File: config.mk
export PLATFORM = sky130hd
export DESIGN_NAME = gpio_irq_ctrl
export DESIGN_NICKNAME = d
export VERILOG_FILES = /design/src/rtl/gpio_irq_ctrl.sv
export SDC_FILE = /design/constraint.sdc
export NUM_CORES = 1
export LEC_CHECK = 0
export BUFFER_PORTS_ARGS = -buffer_cell sky130_fd_sc_hd__buf_2
export CAP_MARGIN = 20
export CORE_AREA = 2 2 133 122
export DETAILED_ROUTE_END_ITERATION = 10
export DIE_AREA = 0 0 135 124
export PLACE_DENSITY = 0.71
export SLEW_MARGIN = 25
export SYNTH_ARGS = -nofsm -noshare
export SYNTH_HDL_FRONTEND = slang
export SYNTH_SLANG_ARGS = --single-unit
File: constraint.sdc
create_clock -name clk -period 2.1 [get_ports clk]
set_clock_uncertainty 0.1 [all_clocks]
set_input_delay 0.42 -clock clk [delete_from_list [all_inputs] [get_ports clk]]
set_output_delay 0.42 -clock clk [all_outputs]
set_load 0.005 [all_outputs]
File: src/rtl/gpio_irq_ctrl.sv
module gpio_irq_ctrl #(
  parameter int NPINS = 12,
  parameter int AW    = 6
) (
  input  logic             clk,
  input  logic             rst_n,
  input  logic [AW-1:0]    bus_addr,
  input  logic             bus_wr,
  input  logic [31:0]      bus_wdata,
  output logic [31:0]      bus_rdata,
  input  logic [NPINS-1:0] pin_in,
  output logic [NPINS-1:0] pin_out,
  output logic [NPINS-1:0] pin_oe,
  output logic             irq
);
  localparam int PADW = 32 - NPINS;
  localparam logic [AW-1:0] A_EN   = AW'('h00);
  localparam logic [AW-1:0] A_STAT = AW'('h04);
  localparam logic [AW-1:0] A_DISP = AW'('h08);
  localparam logic [AW-1:0] A_CLR  = AW'('h0C);
  localparam logic [AW-1:0] A_MSET = AW'('h10);
  localparam logic [AW-1:0] A_MCLR = AW'('h14);
  localparam logic [AW-1:0] A_DOUT = AW'('h18);
  localparam logic [AW-1:0] A_DIN  = AW'('h1C);
  localparam logic [AW-1:0] A_DIR  = AW'('h20);
  localparam logic [AW-1:0] A_M0   = AW'('h24);
  localparam logic [AW-1:0] A_M1   = AW'('h28);
  localparam logic [AW-1:0] A_SEL  = AW'('h38);
  localparam logic [AW-1:0] A_SRST = AW'('h3C);
  localparam logic [NPINS-1:0] ONES = '1;

  logic [NPINS-1:0] en_q, stat_q, mask_q, dout_q, dir_q, sel_q;
  logic [NPINS-1:0] s1_q, s2_q, s3_q, hit;
  logic [2:0]       mode_q [NPINS];
  logic             srst_q;
  logic [31:0]      m0w, m1w;

  wire              cfg_wr = bus_wr && !srst_q;
  wire [NPINS-1:0]  wbits  = bus_wdata[NPINS-1:0];
  wire [NPINS-1:0]  clr    = (cfg_wr && bus_addr == A_CLR) ? wbits : '0;

  always_ff @(posedge clk or negedge rst_n) begin
    if (!rst_n) begin
      s1_q <= '0; s2_q <= '0; s3_q <= '0;
    end else begin
      s1_q <= pin_in; s2_q <= s1_q; s3_q <= s2_q;
    end
  end

  always_ff @(posedge clk or negedge rst_n) begin
    if (!rst_n) srst_q <= 1'b0;
    else if (bus_wr && bus_addr == A_SRST) srst_q <= bus_wdata[0];
  end

  always_ff @(posedge clk or negedge rst_n) begin
    if (!rst_n) begin
      en_q <= '0; stat_q <= '0; mask_q <= ONES;
      dout_q <= '0; dir_q <= '0; sel_q <= '0;
    end else if (srst_q) begin
      en_q <= '0; stat_q <= '0; mask_q <= ONES;
      dout_q <= '0; dir_q <= '0; sel_q <= '0;
    end else begin
      stat_q <= (stat_q & ~clr) | hit;
      if (bus_wr) begin
        case (bus_addr)
          A_EN:    en_q   <= wbits;
          A_MSET:  mask_q <= mask_q | wbits;
          A_MCLR:  mask_q <= mask_q & ~wbits;
          A_DOUT:  dout_q <= wbits;
          A_DIR:   dir_q  <= wbits;
          A_SEL:   sel_q  <= wbits;
          default: ;
        endcase
      end
    end
  end

  for (genvar n = 0; n < NPINS; n++) begin : g_pin
    localparam int K = (n < 8) ? n : n - 8;
    localparam logic [AW-1:0] RA = (n < 8) ? A_M0 : A_M1;
    logic trig;

    always_ff @(posedge clk or negedge rst_n) begin
      if (!rst_n) mode_q[n] <= 3'b000;
      else if (srst_q) mode_q[n] <= 3'b000;
      else if (cfg_wr && bus_addr == RA) mode_q[n] <= bus_wdata[4*K +: 3];
    end

    always_comb begin
      case (mode_q[n])
        3'b000:  trig = s3_q[n] & ~s2_q[n];
        3'b001:  trig = s2_q[n] & ~s3_q[n];
        3'b010:  trig = ~s2_q[n];
        3'b011:  trig = s2_q[n];
        3'b100:  trig = s2_q[n] ^ s3_q[n];
        default: trig = 1'b0;
      endcase
    end
    assign hit[n] = en_q[n] & trig;
  end

  for (genvar k = 0; k < 8; k++) begin : g_nib
    if (k < NPINS) begin : g_lo
      assign m0w[4*k +: 4] = {1'b0, mode_q[k]};
    end else begin : g_lo0
      assign m0w[4*k +: 4] = 4'h0;
    end
    if (k + 8 < NPINS) begin : g_hi
      assign m1w[4*k +: 4] = {1'b0, mode_q[k+8]};
    end else begin : g_hi0
      assign m1w[4*k +: 4] = 4'h0;
    end
  end

  always_comb begin
    case (bus_addr)
      A_EN:    bus_rdata = {{PADW{1'b0}}, en_q};
      A_STAT:  bus_rdata = {{PADW{1'b0}}, stat_q};
      A_DISP:  bus_rdata = {{PADW{1'b0}}, stat_q & ~mask_q};
      A_MSET:  bus_rdata = {{PADW{1'b0}}, mask_q};
      A_DOUT:  bus_rdata = {{PADW{1'b0}}, dout_q};
      A_DIN:   bus_rdata = {{PADW{1'b0}}, s2_q};
      A_DIR:   bus_rdata = {{PADW{1'b0}}, dir_q};
      A_M0:    bus_rdata = m0w;
      A_M1:    bus_rdata = m1w;
      A_SEL:   bus_rdata = {{PADW{1'b0}}, sel_q};
      A_SRST:  bus_rdata = {31'b0, srst_q};
      default: bus_rdata = '0;
    endcase
  end

  assign pin_out = dout_q;
  assign pin_oe  = dir_q;
  assign irq     = |(stat_q & ~mask_q);

  assert_stat_needs_en_R5: assert property (@(posedge clk) disable iff (!rst_n)
    ((stat_q & ~$past(stat_q)) & ~$past(en_q)) == '0);

  assert_mask_set_R6: assert property (@(posedge clk) disable iff (!rst_n)
    (bus_wr && bus_addr == A_MSET && !srst_q) |=>
      ((mask_q & $past(wbits)) == $past(wbits)));

  assert_mask_clr_R6: assert property (@(posedge clk) disable iff (!rst_n)
    (bus_wr && bus_addr == A_MCLR && !srst_q) |=>
      ((mask_q & $past(wbits)) == '0));

  assert_srst_holds_R9: assert property (@(posedge clk) disable iff (!rst_n)
    srst_q |=> (en_q == '0 && mask_q == ONES && dir_q == '0 && stat_q == '0));
endmodule

# Word-level counts from Yosys, hierarchy flattened
# Cells that the tools add are included.
# totals
out_inout_bits,57
wordCells,249
reg_bits,145
input_bits,53
# classes
bitwise,80
reduce_logical,33
eq_ne,60
mux,54
# op_table
cell,count
$pmux W31 S11,1
$mux W12,16
$eq A3 B2 Y1 const B,24
$mux W3,24
$pmux W1 S5,12
$and A1 B1 Y1,36
$and A12 B12 Y12,3
$eq A3 B1 Y1 const B,12
$eq A3 B3 Y1 const B,12
$logic_not A3 Y1,12
$not A12 Y12,3
$eq A6 B6 Y1 const B,5
$eq A6 B5 Y1 const B,4
$not A1 Y1,24
$or A12 B12 Y12,2
$pmux W12 S2,1
$reduce_bool A2 Y1,7
$eq A6 B4 Y1 const B,2
$reduce_or A12 Y1,1
$xor A1 B1 Y1,12
$reduce_and A2 Y1,5
$eq A6 B3 Y1 const B,1
$logic_not A6 Y1,1
$logic_and A1 B1 Y1,5
2 further kinds,2

# Longest topological paths before layout
# logic_depth
ltp_word,8
depth_mapped,7
mapped_depth_nobuf,6

# Worst setup path before layout
# Ideal clock, no wire load.
# synth_timing
path_type,input to output
startpoint,input bus_addr[5]
endpoint,output bus_rdata[9]
required_time_ns,1.580
t_arrival_ns,1.738
stages,6
slack_ns,-0.158
cell_sequence,buf_2 -> buf_2 -> buf_2 -> mux4_2 -> a222oi_1 -> o211ai_1
# synth_via
elab_chain_len,2
# synth_lines
item,line_no,source
from (decl),7,"input logic [AW-1:0] bus_addr,"
$eq A6 B6 Y1 (tied with other cells),116,case (bus_addr)
$pmux W31 S11 (*),116,
to (decl),10,"output logic [31:0] bus_rdata,"
# Mark *: on every way between the ends. The rest lies on a longest branch, timed or not.

# Worst setup path after layout
# layout_timing
startpoint,register mask_q[4]
endpoint,output bus_rdata[4]
# layout_via
elab_chain_len,3
# layout_lines
item,line_no,source
from (decl),32,"logic [NPINS-1:0] en_q, stat_q, mask_q, dout_q, dir_q, sel_q;"
from (signal assigned),67,A_MSET: mask_q <= mask_q | wbits;
from (signal assigned),68,A_MCLR: mask_q <= mask_q & ~wbits;
$not A12 Y12,119,"A_DISP: bus_rdata = {{PADW{1'b0}}, stat_q & ~mask_q};"
$and A12 B12 Y12,119,
$pmux W31 S11 (*),116,
# Marked as above.

==> reports/metrics.cfg <==
[die]
die_h_um = 124
die_width_um = 135
floorplan.initialDensity_pct = 51.06
row_count = 43
die_area_um2 = 16740
design.portCount = 110
core_box_area_um2 = 15280

[timing]
finalWorstSetupSlack_ns = -0.5662
final.period_utilization_pct = 127.0
timing.setup.tns_ns = -3.388
hold_ws_ns = 0.01208
setup_violations = 13
max_clock_freq_mhz = 375.1
final_hold_violations = 0
rsz_0062_raised_after_global_routing = true
timing_max_transition_violations_final = 0
layout_min_cycle_time_ns = 2.666
relSlewSlack_pct = 66.69
worst-slew-pin-transition_ns = 0.4954

[layout]
final_net_count = 1007
n_antenna_cell = 0
post_layout_nonfiller_instances = 1145
syn_to_final_growth_pct = 27.22
layout-drive-gt1-share_pct = 31.50
final_cell_area_um2 = 9925
flip_flop_count_of_the_largest_register_all_copies_and_words_added = 24

[critical_path]
cp_top_family = flip-flops
timing.critical_path.required_ns = 1.58
path_class = reg -> out
startpoint_type = flop
cp_data_arrival_time_ns = 2.15
path_buf_inv = 1
cpPeakStageDelay_ns = 0.53
critical_path_peak_fanout = 2
cp_cell_sequence = nor2b_2 > mux4_2 > a222oi_1 > nand2_1 > buf_2
worstSetupEndpointType = output port
cp_slowest_cell = sky130_fd_sc_hd__dfstp_2

[logic_synthesis]
syn_area_per_cell_um2 = 10.08
synth_enable_flop_cells = 0
portion_of_synthesized_cell_area_occupied_by_the_leading_cell_type_pct = 42.66
synth.cells.most_frequent = 133 x sky130_fd_sc_hd__dfrtp_1, 74 x sky130_fd_sc_hd__mux2i_1, 55 x sky130_fd_sc_hd__a21oi_1, 55 x sky130_fd_sc_hd__nor2_1, 51 x sky130_fd_sc_hd__o21ai_0
post_synthesis_register_bit_count = 145
syn_area_um2 = 7801
synth_largest_area_cell = sky130_fd_sc_hd__dfrtp_1
sequential_to_total_area_share_from_yosys_stat_pct = 46.70
yosys_most_used_dff = sky130_fd_sc_hd__dfrtp_1
synth-async-reset-ratio_pct = 100.0
synth_cell_types = 51
postSynthCellCount = 774
post-synth-top-count-cell = sky130_fd_sc_hd__dfrtp_1
synthTopCellsByArea = sky130_fd_sc_hd__dfrtp_1 43%, sky130_fd_sc_hd__mux2i_1 9.5%, sky130_fd_sc_hd__dfstp_2 4.0%
synthesis_warnings = 0

[global_routing]
wire_length_of_the_first_global_routing_pass_um = 34360
antenna_found_initial = 0
first_global_vias = 6241
groute.layer.met2.usage_pct = 42.13
met3_usage_pct = 8.099
global_route.peak_usage_layer = met2
met1_routing_resource_usage_after_global_routing_pct = 36.65
total_routing_resource_utilization_after_global_routing_pct = 27.12
grt.overflow.total = 0
grt_max_degree = 112

[worst_hold_path]
min_path_type = in -> reg

[clock_tree]
cts_tree = done
latest_clock_arrival_within_the_worst_skew_pair_ns = 0.42
numCtsBuffers = 17
tritoncts_num_sinks = 145
cts-root-buf = sky130_fd_sc_hd__clkbuf_16
h-tree-depth = 4
clk_path_buf_depth = 2
clkSlewWorstSetupHoldPaths_ns = 0.06

[routing]
overall_via_count_from_detail_route = 6613
number_of_remaining_drc_errors = 0
drtAntennaViolNets = 0
routedWlPerCell_um = 19.48
wirelength_um = 22300
via_per_inst = 5.776
drt_iter0_drc = 712
dr.pass1.iters = 6

[outcome]
outcome = finished with violations
failed_checks = negative setup slack

[pwr]
power_switching_share_pct = 27.48
seqPwrFrac_pct = 44.9
vdd_ir_drop_max_mv = 0.5726
power_switching_mw = 2.063
total_leakage_power_nw = 4.948
internal_power_mw = 5.446
relative_contribution_of_combinational_cells_to_total_power_pct = 15.2
power_frac_clock_pct = 40.0
power_per_cell_area_nw_per_um2 = 756.6

[place]
gp_congestion = 0.9776
placedCellCount = 1087
post_dp_cell_area_um2 = 8860
dpl.hpwl_um = 15160
dp_slack_ns = -0.3257
placement.io_buffers = 99

[flow_run]
cap_violations = 0

==> worst register-to-register path: stages (launching register included) <==
cell                      delay, ns
sky130_fd_sc_hd__dfrtp_2       0.36
sky130_fd_sc_hd__buf_4         0.12
sky130_fd_sc_hd__buf_12        0.36
sky130_fd_sc_hd__nor2b_1       0.17
sky130_fd_sc_hd__and3_1        0.25
sky130_fd_sc_hd__buf_12        0.17
sky130_fd_sc_hd__o21ai_0       0.24
==> area by class of cell <==
cell class | instances | area (um^2)
clock buffer | 20 | 456.7
clock inverter | 12 | 132.6
timing repair buffer | 195 | 1424
inverter | 39 | 146.4
multi-input combinational | 532 | 3867
sequential | 145 | 3645
fill | 1220 | 5355
tap | 202 | 252.7
==> stage by stage <==
step                      util [%]  power [mW]
after floorplan                  -       3.925
after global placement       57.98       4.363
after detailed placement     57.98       4.397
after CTS                    64.26       7.489
after global routing         64.95       7.812
final                        64.95       7.509
==> cell usage in the layout, fill, tap and decap left out, types with 17 or more instances in the layout <==
master,netlist,routed
sky130_fd_sc_hd__a21oi_1,55,52
sky130_fd_sc_hd__and3_1,17,17
sky130_fd_sc_hd__buf_2,25,92
sky130_fd_sc_hd__buf_4,10,67
sky130_fd_sc_hd__clkbuf_16,0,17
sky130_fd_sc_hd__dfrtp_1,133,132
sky130_fd_sc_hd__ha_1,24,24
sky130_fd_sc_hd__inv_1,39,39
sky130_fd_sc_hd__mux2i_1,74,74
sky130_fd_sc_hd__nand2_1,44,41
sky130_fd_sc_hd__nand2b_1,27,27
sky130_fd_sc_hd__nor2_1,55,55
sky130_fd_sc_hd__nor3_1,21,18
sky130_fd_sc_hd__o21ai_0,51,46
==> metal layers <==
metal  vias up  routed length, um
met3        67               2074
met1      3206               9397
met2       324              10170
met4         0                654
li1       3016                  -
met5         -                  0
==> final timing paths <==
path	start	end	slack [ns]	cells past startpoint
max	mask_q[4]	bus_rdata[4]	-0.57	5
min	pin_in[0]	s1_q[0]	0.01	1
min reg2reg	s1_q[4]	s2_q[4]	0.25	0
min in group asynchronous	rst_n	pin_oe[7]	0.33	2
max in group asynchronous	rst_n	mask_q[5]	0.94	3
max reg2reg	srst_q	m0w[10]	0.24	6
==> timing repair <==
item | 4_1_cts | 5_1_grt
setup buffers | 12 | 4
hold buffers | 9 | 3
resized for setup | 55 | 13
hold endpoints to repair | 29 | 3
setup endpoints to repair | 15 | 27
pin swaps | 26 | 12
==> power by group through the flow <==
stage | logic (mW) | registers (mW) | clock network (mW)
after floorplan | 0.625 | 3.30 | 0
after global placement | 0.980 | 3.38 | 0
after detailed placement | 1.01 | 3.39 | 0
after CTS | 1.11 | 3.35 | 3.03
after global routing | 1.24 | 3.40 | 3.17
final | 1.14 | 3.37 | 3.00
==> cell families after synthesis <==
kind of cell | share of synthesized area [%]
AND/OR/NAND/NOR | 18.00
AO/OA/AOI/OAI | 11.50
flip-flops | 46.70
buffers and inverters | 6.319
multiplexers | 12.24
adder cells (fa/ha/maj) | 3.849
XOR/XNOR | 1.347
other | 0.04807
(Power assumes the default switching activity.)
